## src/rtl/msr_pkg.sv

```systemverilog
package msr_pkg;
  localparam int LINES = 4;
  // Lines whose change flag only fires when the active level falls (ring ends).
  localparam logic [LINES-1:0] TRAIL_ONLY = 4'b0100;

  typedef struct packed {
    logic [LINES-1:0] setMask;
    logic             clearAll;
  } msrStrobe_t;
endpackage

```

## src/rtl/msr_sync.sv

```systemverilog
module msr_sync #(
  parameter int WIDTH = 4,
  parameter int STAGES = 2,
  parameter logic [WIDTH-1:0] RESET_VAL = '1
) (
  input  logic             clk,
  input  logic             rst_n,
  input  logic [WIDTH-1:0] din,
  output logic [WIDTH-1:0] dout
);
  logic [STAGES-1:0][WIDTH-1:0] chain;

  for (genvar s = 0; s < STAGES; s++) begin : g_stage
    if (s == 0) begin : g_first
      always_ff @(posedge clk or negedge rst_n)
        if (!rst_n) chain[0] <= RESET_VAL;
        else        chain[0] <= din;
    end else begin : g_next
      always_ff @(posedge clk or negedge rst_n)
        if (!rst_n) chain[s] <= RESET_VAL;
        else        chain[s] <= chain[s-1];
    end
  end

  assign dout = chain[STAGES-1];
endmodule

```

## src/rtl/msr_ctrl.sv

```systemverilog
module msr_ctrl
  import msr_pkg::*;
(
  input  logic             clk,
  input  logic             rst_n,
  input  logic [LINES-1:0] syncN,
  input  logic             loopEn,
  input  logic [LINES-1:0] ctrlBits,
  input  logic             rdStb,
  output logic [LINES-1:0] actLvl,
  output msrStrobe_t       strobe
);
  logic [LINES-1:0] prevLvl;
  logic [LINES-1:0] chg;

  // Effective active-high levels: control bits in loopback, inverted pins otherwise.
  assign actLvl = loopEn ? ctrlBits : ~syncN;

  always_ff @(posedge clk or negedge rst_n)
    if (!rst_n) prevLvl <= '0;
    else        prevLvl <= actLvl;

  for (genvar g = 0; g < LINES; g++) begin : g_det
    if (TRAIL_ONLY[g]) begin : g_trail
      assign chg[g] = prevLvl[g] & ~actLvl[g];
    end else begin : g_any
      assign chg[g] = prevLvl[g] ^ actLvl[g];
    end
  end

  assign strobe.setMask  = chg;
  assign strobe.clearAll = rdStb;
endmodule

```

## src/rtl/msr_datapath.sv

```systemverilog
module msr_datapath
  import msr_pkg::*;
(
  input  logic             clk,
  input  logic             rst_n,
  input  msrStrobe_t       strobe,
  input  logic [LINES-1:0] actLvl,
  output logic [7:0]       statusByte,
  output logic             anyFlag
);
  logic [LINES-1:0] flagReg;

  always_ff @(posedge clk or negedge rst_n)
    if (!rst_n) flagReg <= '0;
    else        flagReg <= (flagReg & ~{LINES{strobe.clearAll}}) | strobe.setMask;

  assign statusByte = {actLvl, flagReg};
  assign anyFlag    = |flagReg;

  // without a read, no flag ever drops.
  a_r5_flags_hold: assert property (@(posedge clk) disable iff (!rst_n)
    !strobe.clearAll |=> (($past(flagReg) & ~flagReg) == '0));

  // the ring flag rises only after the active ring level has fallen to 0.
  a_r4_ri_trailing: assert property (@(posedge clk) disable iff (!rst_n)
    $rose(flagReg[2]) |-> !$past(actLvl[2]));
endmodule

```

## src/rtl/modem_status_tracker.sv

```systemverilog
module modem_status_tracker
  import msr_pkg::*;
#(
  parameter int SYNC_STAGES = 2
) (
  input  logic       clk,
  input  logic       rst_n,
  input  logic       ctsN,
  input  logic       dsrN,
  input  logic       riN,
  input  logic       cdN,
  input  logic       loopEn,
  input  logic [3:0] ctrlBits,
  input  logic       msIntEn,
  input  logic       rdStb,
  output logic [7:0] statusOut,
  output logic       msIrq
);
  logic [LINES-1:0] syncN;
  logic [LINES-1:0] actLvl;
  msrStrobe_t       strobe;
  logic             anyFlag;

  msr_sync #(.WIDTH(LINES), .STAGES(SYNC_STAGES), .RESET_VAL('1)) i_sync (
    .clk(clk), .rst_n(rst_n), .din({cdN, riN, dsrN, ctsN}), .dout(syncN)
  );

  msr_ctrl i_ctrl (
    .clk(clk), .rst_n(rst_n), .syncN(syncN), .loopEn(loopEn),
    .ctrlBits(ctrlBits), .rdStb(rdStb), .actLvl(actLvl), .strobe(strobe)
  );

  msr_datapath i_dp (
    .clk(clk), .rst_n(rst_n), .strobe(strobe), .actLvl(actLvl),
    .statusByte(statusOut), .anyFlag(anyFlag)
  );

  assign msIrq = msIntEn & anyFlag;

  // no request while the enable is off.
  a_r7_irq_gated: assert property (@(posedge clk) disable iff (!rst_n)
    !msIntEn |-> !msIrq);

  // a request always has a visible flag behind it.
  a_r7_irq_has_flag: assert property (@(posedge clk) disable iff (!rst_n)
    msIrq |-> (statusOut[3:0] != 4'b0000));

  // in steady loopback with steady control bits, pin activity cannot move the levels.
  a_r8_loop_ignores_pins: assert property (@(posedge clk) disable iff (!rst_n)
    (loopEn && $stable(loopEn) && $stable(ctrlBits)) |-> $stable(statusOut[7:4]));
endmodule

```

## config.mk

```make
export PLATFORM = sky130hd
export DESIGN_NAME = modem_status_tracker
export DESIGN_NICKNAME = d
export VERILOG_FILES = /design/src/rtl/msr_pkg.sv /design/src/rtl/msr_sync.sv /design/src/rtl/msr_ctrl.sv /design/src/rtl/msr_datapath.sv /design/src/rtl/modem_status_tracker.sv
export SDC_FILE = /design/constraint.sdc
export NUM_CORES = 1
export LEC_CHECK = 0
export BUFFER_PORTS_ARGS = -buffer_cell sky130_fd_sc_hd__buf_2
export CAP_MARGIN = 20
export CORE_MARGIN = 2
export CORE_UTILIZATION = 44
export DETAILED_ROUTE_END_ITERATION = 10
export GPL_TIMING_DRIVEN = 0
export PLACE_DENSITY_LB_ADDON = 0.25
export SYNTH_ARGS = -nofsm -noshare
export SYNTH_HDL_FRONTEND = slang
export SYNTH_SLANG_ARGS = --single-unit
```

## constraint.sdc

```tcl
create_clock -name clk -period 1.05 [get_ports clk]
set_input_delay 0.0525 -clock clk [delete_from_list [all_inputs] [get_ports clk]]
set_output_delay 0.0525 -clock clk [all_outputs]
set_load 0.05 [all_outputs]
```

# [Yosys cells after proc, flatten, opt, wreduce, memory -nomap -nowiden]
# Cells that the tools add are included.
[op_classes] reduce_logical=1 n_shift=0 magnitude_cmp=0 multipliers=0 bitwise_logic=10 n_div=0 n_eq_ne=0 n_mux=1 add_sub_neg=0
[ops] operator="4-bit NOT" n=2
[ops] operator="4-bit bitwise AND" n=1
[ops] operator="4-bit two-way mux" n=1
[ops] operator="4-bit bitwise OR" n=1
[ops] operator="4-bit OR reduction" n=1
[ops] operator="1-bit bitwise XOR" n=3
[ops] operator="1-bit bitwise AND" n=2
[ops] operator="1-bit NOT" n=1
[word_totals] mem_bits_ro=0 n_memories=0 wordCells=16 output_inout_bits=9 ram_bits=0 reg_bits=16 in_bits=13 latchBits=0

# [Depth between registers and ports, before layout]
[depth] ltp_word=5 ltp_mapped=3 ltp_nobuf=3

# [Hierarchy]
# Synthesis repeated with hierarchy kept, for this count alone.
[unflattened] hier_cells=44 hier_area_um2=605.6
[by_module_without_submodules] module="msr_sync" seq_area_each_um2=210.2 cells_each=12 instances=1 area_each_um2=240.2
[by_module_without_submodules] module="msr_ctrl" seq_area_each_um2=100.1 cells_each=17 instances=1 area_each_um2=186.4
[by_module_without_submodules] module="msr_datapath" seq_area_each_um2=100.1 cells_each=14 instances=1 area_each_um2=172.7
[by_module_without_submodules] module="modem_status_tracker" seq_area_each_um2=0.0 cells_each=1 instances=1 area_each_um2=6.3

# [Least setup slack after synthesis]
# OpenSTA, ideal clock, no wires.
[synth_path] path_type="register to register" from="reg i_sync.chain, in the netlist i_sync.dout[2]" to="reg i_dp.flagReg[2]" path_buffers=0 arrival_time_ns=1.297 slack_ns=-0.421 stages_incl_launch_ff=3 t_required_ns=0.876 synth_period_minus_slack_ns=1.471 setup_time_ns=0.174 cell_sequence="dfstp_2 -> mux2i_1 -> o22ai_2"
[synth_between] elab_chain_len=5
[synth_lines] element="start, declared" line="msr_sync.sv:11" source="logic [STAGES-1:0][WIDTH-1:0] chain;"
[synth_lines] element="start signal, assigned by index" line="msr_sync.sv:21" source="else chain[s] <= chain[s-1];"
[synth_lines] element="4-bit NOT" line="msr_ctrl.sv:17" source="assign actLvl = loopEn ? ctrlBits : ~syncN;"
[synth_lines] element="4-bit two-way mux" line="msr_ctrl.sv:17"
[synth_lines] element="named net statusOut[6]" line="modem_status_tracker.sv:16" source="output logic [7:0] statusOut,"
[synth_lines] element="1-bit NOT" line="msr_ctrl.sv:25" source="assign chg[g] = prevLvl[g] & ~actLvl[g];"
[synth_lines] element="1-bit bitwise AND" line="msr_ctrl.sv:25"
[synth_lines] element="4-bit bitwise OR" line="msr_datapath.sv:15" source="else flagReg <= (flagReg & ~{LINES{strobe.clearAll}}) | strobe.setMask;"
[synth_lines] element="end signal, assigned" line="msr_datapath.sv:15"
[synth_lines] element="end, declared" line="msr_datapath.sv:11" source="logic [LINES-1:0] flagReg;"
# The timed path passes the listed nets, and every way through them passes these cells.

# [Worst setup path in the final report]
[layout_path] from="reg i_dp.flagReg[2]" to="out msIrq"
[layout_between] elab_chain_len=2
[layout_lines] element="4-bit OR reduction" line="msr_datapath.sv:18" source="assign anyFlag = |flagReg;"
[layout_lines] element="1-bit bitwise AND" line="modem_status_tracker.sv:38" source="assign msIrq = msIntEn & anyFlag;"
[layout_lines] element="end, declared" line="modem_status_tracker.sv:17" source="output logic msIrq"
# No other way between the ends.

==> flow_metrics.env <==
export IMPL_clk_path_buf_depth=2
export IMPL_nets=93
export IMPL_routedLengthMet1_microns=389
export IMPL_cts_max_level=1
export IMPL_initial_core_util_pct=49.5
export IMPL_p_switching_mw=0.441
export IMPL_p_int_mw=1.07
export IMPL_yosysWarnings=0
export IMPL_slew_headroom_pct=78.5
export IMPL_cts_root_buffer="clkbuf_4"
export IMPL_drt_drc_violations_left=0
export IMPL_routabilityCongestion=0.618
export IMPL_arrival_ps=1330
export IMPL_grt_total_usage_pct=16.4
export IMPL_fin_crit_sh_pct=132
export IMPL_final_cell_count_no_fill=93
export IMPL_clk_latency_ps=280
export IMPL_die_x_microns=40.1
export IMPL_antenna_found_initial=0
export IMPL_hold_class="in -> reg"
export IMPL_cp_start_kind="flip-flop"
export IMPL_rsz0062_at_grt="true"
export IMPL_die_height_microns=40.1
export IMPL_dr_total_vias=430
export IMPL_viasPerCell=4.62
export IMPL_setup_tns_ps=-532
export IMPL_setup_violations=5
export IMPL_clk_pin_slew_worst_paths_ps=90
export IMPL_critical_path_slowest_cell="o41a_4"
export IMPL_critPathTopFamily="compound AO/OA/AOI/OAI gates"
export IMPL_layout_min_cycle_time_ps=1380
export IMPL_rows=12
export IMPL_hpwl_microns=685
export IMPL_post_drt_wl_per_cell_microns=12.1
export IMPL_dpl_cell_count=75
export IMPL_clkPwrFrac_pct=26.1
export IMPL_seq_power_share_pct=46.9
export IMPL_critical_path_class="reg -> out"
export IMPL_grt_pass1_wl_microns=1610
export IMPL_first_global_vias=437
export IMPL_areaGrowthSynthToFinish_pct=68.9
export IMPL_dieArea_sq_um=1600
export IMPL_tightest_slew_ps=323
export IMPL_power_frac_comb_pct=27.0
export IMPL_max_vdd_ir_drop_v=0.000977
export IMPL_drive_gt1_share_pct=63.3
export IMPL_synth_fp_nets=53
export IMPL_power_total_mw=1.51
export IMPL_clock_sinks=16
export IMPL_synth_distinct_cells=10
export IMPL_power_leakage_nw=0.447
export IMPL_io_buffers=21
export IMPL_seq_area_frac_synth_pct=71.8
export IMPL_layout_setup_ws_ps=-333
export IMPL_top_layer_used="met4"
export IMPL_cp_cell_sequence="o41a_4, buf_8"
export IMPL_skew_ps=2.43
export IMPL_drt_wl_total_microns=1120
export IMPL_netlist_instances=40
export IMPL_numCtsBuffers=3
export IMPL_ios=22
export IMPL_met2_length_microns=673
export IMPL_cts_tree="yes"
export IMPL_violations="setup timing"
export IMPL_grt_ovfl_total=0
export IMPL_cp_max_fo=2
export IMPL_syn_area_per_cell_sq_um=14.3
export IMPL_grt_max_degree=17
export IMPL_cp_required_ps=1000
export IMPL_switching_share_pct=29.1
export IMPL_diodes=0
export IMPL_p_per_area_nw_per_um2=1570
export IMPL_timing_fmax_mhz=723
export IMPL_maxCapViolCount=0
export IMPL_critPathCaptureType="output port"
export IMPL_critPathMaxStageDelay_ps=490
export IMPL_drt_iter0_drc=4
export IMPL_hold_slack_ps=121
export IMPL_synth_area_leaders="dfstp_2 (37%), dfrtp_1 (35%), mux2i_1 (7.0%)"
export IMPL_synth_cell_area_sq_um=572
export IMPL_hold_violations=0
export IMPL_route_met3_wl_microns=46
export IMPL_yosysTopAreaCell="dfstp_2"
export IMPL_core_sq_um=1160
export IMPL_synth_seq_cells=16
export IMPL_maxSlewViolCount=0
export IMPL_first_pass_iters=3
export IMPL_status="finished with violations"
export IMPL_synth_top_area_share_pct=36.8
export IMPL_postRouteAntennaNets=0
export IMPL_path_buf_inv=1
[area by class of cell]
| type | instances | area (sq um) |
|---|---|---|
| multi-input combinational | 21 | 195 |
| clock buffer | 4 | 36.3 |
| sequential | 16 | 414 |
| timing repair buffer | 35 | 292 |
| tap | 14 | 17.5 |
| inverter | 3 | 11.3 |
| fill | 61 | 190 |
[cells in the mapped netlist (all sizes together)]
library cell / number
dfrtp: 8
dfstp: 8
inv: 3
mux2i: 4
nand2: 3
nor2: 3
nor2b: 6
o21ai: 3
o22ai: 1
o41a: 1
[power groups by stage]
| stage | sequential, mW | clock (mW) | combinational (mW) |
|---|---|---|---|
| floorplan | 0.791 | 0 | 0.134 |
| global placement | 0.718 | 0 | 0.289 |
| detailed placement | 0.722 | 0 | 0.293 |
| CTS | 0.709 | 0.410 | 0.379 |
| global route | 0.715 | 0.441 | 0.434 |
| finish | 0.710 | 0.394 | 0.410 |
[sequential cells by signal, summed over array words and instances (netlist names)]
| register | count |
|---|---|
| i_sync.dout | 4 |
| i_sync.chain | 4 |
| i_ctrl.prevLvl | 4 |
| i_dp.flagReg | 4 |
[routing by layer]
metal  track usage [%]  vias up
li1                  -      209
met1              13.7      203
met2              32.3       16
met3              5.00        2
met4              10.3        0
met5                 0        -
[timing repair]
action,4_1_cts,5_1_grt
hold buffers,5,1
pin swaps,4,2
setup endpoints to repair,5,7
gates resized for setup,15,5
setup buffers,6,4
cloned,0,0
endpoints found under the hold margin,20,1
[layout by cell type (no fill, tap or decap)]
| cell | Yosys | layout |
|---|---|---|
| buf_2 | 0 | 14 |
| buf_4 | 0 | 5 |
| buf_6 | 0 | 7 |
| buf_8 | 0 | 3 |
| clkbuf_4 | 0 | 3 |
| clkbuf_8 | 0 | 1 |
| dfrtp_1 | 8 | 5 |
| dfrtp_2 | 0 | 3 |
| dfstp_2 | 8 | 8 |
| dlygate4sd3_1 | 0 | 6 |
| inv_1 | 3 | 3 |
| mux2i_1 | 4 | 3 |
| mux2i_4 | 0 | 1 |
| nand2_1 | 3 | 3 |
| nor2_1 | 3 | 3 |
| nor2b_1 | 6 | 6 |
| o21ai_4 | 0 | 3 |
| o22ai_2 | 1 | 1 |
| o41a_4 | 0 | 1 |
[final timing paths]
| path | cells after the start | slack [ps] | from | endpoint |
|---|---|---|---|---|
| max in group asynchronous | 2 | 560 | rst_n | i_sync.dout[0] |
| min in group asynchronous | 2 | 200 | rst_n | i_ctrl.prevLvl[3] |
| hold reg to reg | 0 | 360 | i_sync.chain[1] | i_sync.dout[1] |
| hold / removal | 4 | 120 | ctrlBits[1] | i_ctrl.prevLvl[1] |
| setup reg to reg | 4 | 0 | i_sync.dout[0] | i_dp.flagReg[0] |
| setup / recovery | 2 | -330 | i_dp.flagReg[2] | msIrq |
[worst reg2reg max path, stage by stage, from the launching register on]
cell and delay, ps:
dfstp_2 550, o21ai_4 60, buf_6 120, buf_6 110, mux2i_1 100
[through the flow]
stage	worst slack, ps	area, sq um	util, %
2_1_floorplan	-114	621	-
3_3_place_gp	-79.0	743	64.3
3_5_place_dp	-95.5	743	64.3
4_1_cts	-350	922	79.8
5_1_grt	-368	966	83.5
6_report	-333	966	83.5
[kinds of logic after synthesis]
kind of cell | share of synthesized area, %
AO/OA/AOI/OAI | 8.75
flip-flops | 71.8
buffers and inverters | 1.97
multiplexers | 7.00
AND/OR/NAND/NOR | 10.5
No activity file was read; power rests on OpenSTA's default activity.
